### config.mk
export PLATFORM = sky130hd
export DESIGN_NAME = event_status_unit
export DESIGN_NICKNAME = d
export VERILOG_FILES = /design/src/rtl/evs_pkg.sv /design/src/rtl/evs_event_reg.sv /design/src/rtl/evs_mask_reg.sv /design/src/rtl/evs_summary.sv /design/src/rtl/event_status_unit.sv
export SDC_FILE = /design/constraint.sdc
export NUM_CORES = 1
export LEC_CHECK = 0
export BUFFER_PORTS_ARGS = -buffer_cell sky130_fd_sc_hd__buf_2
export CORE_MARGIN = 4
export CORE_UTILIZATION = 42
export CTS_CLUSTER_DIAMETER = 30
export CTS_CLUSTER_SIZE = 10
export DETAILED_ROUTE_END_ITERATION = 10
export PLACE_DENSITY_LB_ADDON = 0.15
export REMOVE_ABC_BUFFERS = 1
export SLEW_MARGIN = 40
export SYNTH_ARGS = -nofsm -noshare
export SYNTH_HDL_FRONTEND = slang
export SYNTH_SLANG_ARGS = --single-unit
### constraint.sdc
create_clock -name clk_i -period 1.02 [get_ports clk_i]
set_input_delay 0.153 -clock clk_i [delete_from_list [all_inputs] [get_ports clk_i]]
set_output_delay 0.153 -clock clk_i [all_outputs]
set_load 0.03 [all_outputs]
### src/rtl/evs_pkg.sv
package evs_pkg;
  localparam int EVT_W   = 8;
  localparam int PWR_BIT = 7;
  localparam int CMD_BIT = 5;
  localparam int EXE_BIT = 4;
  localparam int DEV_BIT = 3;
  localparam int QRY_BIT = 2;
  localparam int OPC_BIT = 0;

  // bits that can ever hold a 1
  localparam logic [EVT_W-1:0] LIVE_BITS =
    EVT_W'((1 << PWR_BIT) | (1 << CMD_BIT) | (1 << EXE_BIT) |
           (1 << DEV_BIT) | (1 << QRY_BIT) | (1 << OPC_BIT));
  localparam logic [EVT_W-1:0] PWR_INIT = EVT_W'(1 << PWR_BIT);

  typedef struct packed {
    logic cmd;
    logic exe;
    logic dev;
    logic qry;
    logic opc;
  } evt_pulse_t;

  function automatic logic [EVT_W-1:0] pulse_to_vec(evt_pulse_t p);
    logic [EVT_W-1:0] v;
    v          = '0;
    v[CMD_BIT] = p.cmd;
    v[EXE_BIT] = p.exe;
    v[DEV_BIT] = p.dev;
    v[QRY_BIT] = p.qry;
    v[OPC_BIT] = p.opc;
    return v;
  endfunction
endpackage

### src/rtl/evs_event_reg.sv
module evs_event_reg #(
  parameter int               W    = 8,
  parameter logic [W-1:0]     LIVE = '1,
  parameter logic [W-1:0]     INIT = '0
) (
  input  logic         clk_i,
  input  logic         rst_ni,
  input  logic [W-1:0] set_i,
  input  logic         clr_i,
  output logic [W-1:0] q_o
);
  for (genvar i = 0; i < W; i++) begin : g_bit
    logic bit_q, bit_d;
    // set wins over clear so a coincident event is kept
    assign bit_d = LIVE[i] & (set_i[i] | (bit_q & ~clr_i));
    always_ff @(posedge clk_i or negedge rst_ni) begin
      if (!rst_ni) bit_q <= INIT[i];
      else         bit_q <= bit_d;
    end
    assign q_o[i] = bit_q;
  end
endmodule

### src/rtl/evs_mask_reg.sv
module evs_mask_reg #(
  parameter int W = 8
) (
  input  logic         clk_i,
  input  logic         rst_ni,
  input  logic         we_i,
  input  logic [W-1:0] wdata_i,
  output logic [W-1:0] q_o
);
  always_ff @(posedge clk_i or negedge rst_ni) begin
    if (!rst_ni)   q_o <= '0;
    else if (we_i) q_o <= wdata_i;
  end
endmodule

### src/rtl/evs_summary.sv
module evs_summary #(
  parameter int W = 8
) (
  input  logic         clk_i,
  input  logic         rst_ni,
  input  logic [W-1:0] evt_i,
  input  logic [W-1:0] mask_i,
  output logic         sum_o
);
  always_ff @(posedge clk_i or negedge rst_ni) begin
    if (!rst_ni) sum_o <= 1'b0;
    else         sum_o <= |(evt_i & mask_i);
  end
endmodule

### src/rtl/event_status_unit.sv
module event_status_unit
  import evs_pkg::*;
(
  input  logic             clk_i,
  input  logic             rst_ni,
  input  logic             cmd_err_i,
  input  logic             exe_err_i,
  input  logic             dev_err_i,
  input  logic             qry_err_i,
  input  logic             op_done_i,
  input  logic             evt_rd_i,
  input  logic             clr_stat_i,
  output logic [EVT_W-1:0] evt_rdata_o,
  input  logic             mask_we_i,
  input  logic [EVT_W-1:0] mask_wdata_i,
  output logic [EVT_W-1:0] mask_o,
  output logic             summary_o
);
  evt_pulse_t       pulses;
  logic [EVT_W-1:0] set_vec;
  logic [EVT_W-1:0] evt_q;
  logic [EVT_W-1:0] mask_q;
  logic             evt_clr;

  assign pulses  = '{cmd: cmd_err_i, exe: exe_err_i, dev: dev_err_i,
                     qry: qry_err_i, opc: op_done_i};
  assign set_vec = pulse_to_vec(pulses);
  assign evt_clr = evt_rd_i | clr_stat_i;

  evs_event_reg #(
    .W    (EVT_W),
    .LIVE (LIVE_BITS),
    .INIT (PWR_INIT)
  ) i_event_reg (
    .clk_i  (clk_i),
    .rst_ni (rst_ni),
    .set_i  (set_vec),
    .clr_i  (evt_clr),
    .q_o    (evt_q)
  );

  evs_mask_reg #(
    .W (EVT_W)
  ) i_mask_reg (
    .clk_i   (clk_i),
    .rst_ni  (rst_ni),
    .we_i    (mask_we_i),
    .wdata_i (mask_wdata_i),
    .q_o     (mask_q)
  );

  evs_summary #(
    .W (EVT_W)
  ) i_summary (
    .clk_i  (clk_i),
    .rst_ni (rst_ni),
    .evt_i  (evt_q),
    .mask_i (mask_q),
    .sum_o  (summary_o)
  );

  assign evt_rdata_o = evt_q;
  assign mask_o      = mask_q;
endmodule

Word-level counts from Yosys, hierarchy flattened
Index checks and enable logic that the tools add are counted.
Operators by class
  bitwise operators: 14
  reduce and logical (&&, ||, !) cells: 1
Operator list (count)
  bitwise AND 8 bit: 1
  OR reduction 8 bit: 1
  bitwise AND 1 bit: 6
  OR 1 bit: 6
  NOT 1 bit: 1
Storage, ports and cells
  flip-flop bits (word level): 15
  input bits: 18

Longest topological paths before layout
  depth after elaboration: 4
  depth in mapped cells: 2
  mapped depth without buffers: 2

By module
From an unflattened synthesis, not the netlist that was laid out.
Second synthesis, totals
  cell total of the unflattened synthesis: 47
  area total of the unflattened synthesis: 666.9 µm²
Modules (own cells, without submodules)
  evs_mask_reg: instances 1, cells an instance 17, area an instance 331.6 µm²
  evs_event_reg: instances 1, cells an instance 22, area an instance 264.0 µm²
  evs_summary: instances 1, cells an instance 6, area an instance 61.3 µm²
  event_status_unit: instances 1, cells an instance 2, area an instance 10.0 µm²

Least setup slack after synthesis
No wires, ideal clock.
  kind: register -> register
  from: reg i_mask_reg.q_o[3]
  to: reg i_summary.sum_o
  setup time: 0.131 ns
  arrival time: 0.771 ns
  path slack: 0.118 ns
  stages on the path, launching flop included: 3
  period minus slack after synthesis: 0.902 ns
  cell sequence: dfrtp_1 > a22oi_1 > nand3_1
On the way
  word-level cells in the longest chain between the ends: 2
RTL lines
  start, declared: RTL line evs_mask_reg.sv:8  | output logic [W-1:0] q_o
  start signal, assigned: RTL line evs_mask_reg.sv:12  | else if (we_i) q_o <= wdata_i;
  bitwise AND 8 bit: RTL line evs_summary.sv:12  | else sum_o <= |(evt_i & mask_i);
  OR reduction 8 bit: RTL line evs_summary.sv:12
  end signal, assigned: RTL line evs_summary.sv:12
  end, declared: RTL line evs_summary.sv:8  | output logic sum_o
No other way between the ends.
A chain may end at the register's enable or synchronous reset.

Worst setup path in the final report
  from: reg i_event_reg.g_bit[7].bit_q
  to: out evt_rdata_o[7]
RTL lines
  start, declared: RTL line evs_event_reg.sv:13  | logic bit_q, bit_d;
  start signal, assigned: RTL line evs_event_reg.sv:17  | if (!rst_ni) bit_q <= INIT[i];
  start signal, assigned: RTL line evs_event_reg.sv:18  | else bit_q <= bit_d;
  end, declared: RTL line event_status_unit.sv:13  | output logic [EVT_W-1:0] evt_rdata_o,
No word-level cell between the ends.

==> metrics.txt <==
Final Hold Viols 0; Via density 4.700; ANT nets after route 0; DR DRC count 0; Levels on crit path 1; Post-synth ARST share 100.0%; Clock power frac 23.1%; Pre-antenna DRT Iters 4; Max VDD drop 893.6 µV; first-pass GRT wire length 1987 µm; vias 470; hold slack 0.04821 ns; Synth Area in XOR/XNOR 0%; CTS clk-pin slew, worst paths 0.08 ns; P_leak 0.5160 nW; nets around 100; HPWL after DPL 944 µm; top cells by count, synth dfrtp_1, buf_4, mux2_4; failing checks setup timing; RSZ-0062 raised after global routing yes; I/O pin cnt 35; row count 13; Synth cell types 11; routed wl met3 ~160 µm; worst hold path type in -> reg; Net Sw Power a little over 0.4 mW; vias in the first global route just under 500; family with the most delay on the worst path flip-flops; DR top layer met4; placed cells 84; CP Data Required Time around 0.87 ns; simple-gate portion of the synthesized area 2.321%; Post-Layout Cell Count 100; CP Capture Type primary output; yosys warns 0; die footprint 0.002232 mm²; IO buf count 32; CTS H-Tree Depth 1; GRT Residual Overflow 0; max cap viols 0; Netlist Area Pre-Place 646.9 µm²; status complete, but fails checks; CTS tree built; multiplexer area fraction after synthesis around 19%; Ant. Diodes 0; reg2reg end i_summary.sum_o; crit path from i_event_reg.g_bit[7].bit_q; final worst path period share 107.9%; Worst setup SP type flop; Worst Skew roughly 0.0038 ns; WL met1 557 µm; Routed WL 1380 µm; Slew Viols, Final 0; Int Power between 1 and 1.5 mW; routed len/inst 13.80 µm; Mapped Avg Cell Area 14.70 µm²; Die Height roughly 47 µm; met2 routed WL 658 µm; post-synth top area share 54.16%; 1st-iter DRT viols 7; worst-path maximum fanout 2; Final setup viols 1; R2R cell count 3; GRT Overall Usage 12.79%; Slowest cell on crit path dfstp_2; antenna violations before repair 0; Synth Area in Adders 0%; clock buffer count from CTS 3; Peak Freq 908.9 MHz; Cells after Synth 44; worst path arrival time roughly 0.95 ns; CTS Buffer Depth 2; Worst Slack Setup Final -0.08026 ns; most common cell in the netlist dfrtp_1; CTS Root Cell clkbuf_4; crit-path max cell delay about 0.54 ns; die width 47.25 µm; flop2flop setup slack 0.06 ns; share of post-route cells with drive strength above 1 65.88%; Gate power share approximately 29%; largest net degree at the start of global routing 16; Setup CP Type reg -> out; sequential element share of the synthesized area 58.22%; core box area 0.001383 mm²; Buf+Inv Stages, Crit Path 1; Sequential Power Share 48.0%; Pwr per Cell Area 1475 mW/mm²; later-pin clock latency in the skew report between 0.2 and 0.3 ns; crit path cell chain buf_6; Post-synth EDFFs 0; worst setup path end evt_rdata_o[7]; Fillers 112; Clock Sink Count 15; worst r2r src i_mask_reg.q_o[7]; Synth Area in Compound Gates 9.284%; largest family of logic cells by synthesized area multiplexers; Starting Density roughly 47%; area leader, netlist dfrtp_1; #FFs+latches synth 15; main flop type after synthesis dfrtp_1; Area growth syn-to-layout 47.97%; Sw Share 28.80%; gpl congestion 0.6935; Tmin final ~1.1 ns; Area contributors post-synth dfrtp_1, mux2_4, buf_4
==> power by group through the flow <==
| stage | Sequential [mW] | Clock (mW) | Combinational (mW) |
|---|---|---|---|
| after floorplan | 0.788 | 0 | 0.0852 |
| after global placement | 0.691 | 0 | 0.302 |
| after detailed placement | 0.689 | 0 | 0.304 |
| after CTS | 0.675 | 0.341 | 0.355 |
| after global routing | 0.684 | 0.371 | 0.434 |
| final | 0.678 | 0.326 | 0.408 |
==> registers in the layout, indices dropped and copies added, names as in the netlist <==
register and cells:
i_event_reg.g_bit.bit_q 6, i_summary.sum_o 1, i_mask_reg.q_o 8
==> cell type report <==
cell class / instances / area, µm² / area share, %
clock buffer: 4 / 26.28 / 2.745
multi-input combinational: 21 / 202.7 / 21.18
sequential: 15 / 376.6 / 39.35
tap: 15 / 18.77 / 1.961
timing repair buffer: 45 / 332.8 / 34.77
==> routing by layer <==
metal  track usage, %  vias to the layer above
li1                 -                      222
met5                0                        -
met3            6.897                        2
met1            14.35                      223
met4            1.657                        0
met2            21.93                       23
==> timing repair <==
item | in CTS | in global routing
setup endpoints to repair | 9 | 14
buffers inserted | 5 | 6
gates resized for setup | 10 | 18
cloned | 0 | 0
hold buffers | 1 | 0
hold endpoints to repair | 14 | 0
==> worst min-delay path by stage <==
stage	end	depth (start not counted)	from
final	i_event_reg.g_bit[4].bit_q	2	exe_err_i
after global routing	i_event_reg.g_bit[3].bit_q	2	dev_err_i
after CTS	i_event_reg.g_bit[4].bit_q	2	exe_err_i
after detailed placement	i_mask_reg.q_o[3]	1	rst_ni
after global placement	i_mask_reg.q_o[3]	1	rst_ni
after floorplan	i_event_reg.g_bit[0].bit_q	0	rst_ni
==> kinds of logic (layout without fill, tap and decap cells) <==
logic type,after synthesis,count (layout)
flip-flops,15,15
buffers and inverters,9,49
AO/OA/AOI/OAI,8,8
multiplexers,8,8
AND/OR/NAND/NOR,3,3
other,1,2
==> stage by stage <==
| stage | instance area, µm² | worst slack [ns] | util (%) | TNS, ns | power (mW) |
|---|---|---|---|---|---|
| floorplan | 579.3 | 0.1173 | - | 0 | 0.8735 |
| global placement | 765.7 | 0.1617 | 55.38 | 0 | 0.9925 |
| detailed placement | 765.7 | 0.1606 | 55.38 | 0 | 0.9932 |
| CTS | 865.8 | -0.1035 | 62.62 | -0.1035 | 1.371 |
| global route | 957.2 | -0.1166 | 69.23 | -0.1673 | 1.489 |
| finish | 957.2 | -0.08026 | 69.23 | -0.08026 | 1.412 |
==> layout by cell type (no fill, tap or decap) <==
cell           instances
nand3_1                1
dfstp_2                1
clkbuf_4               4
buf_2                 18
nor2_1                 1
a21o_1                 5
buf_4                 15
clkbuf_1               1
dfrtp_1               14
buf_6                 10
dlygate4sd3_1          1
and2_1                 1
mux2_4                 8
conb_1                 2
a22oi_1                3
(Power assumes the default switching activity.)
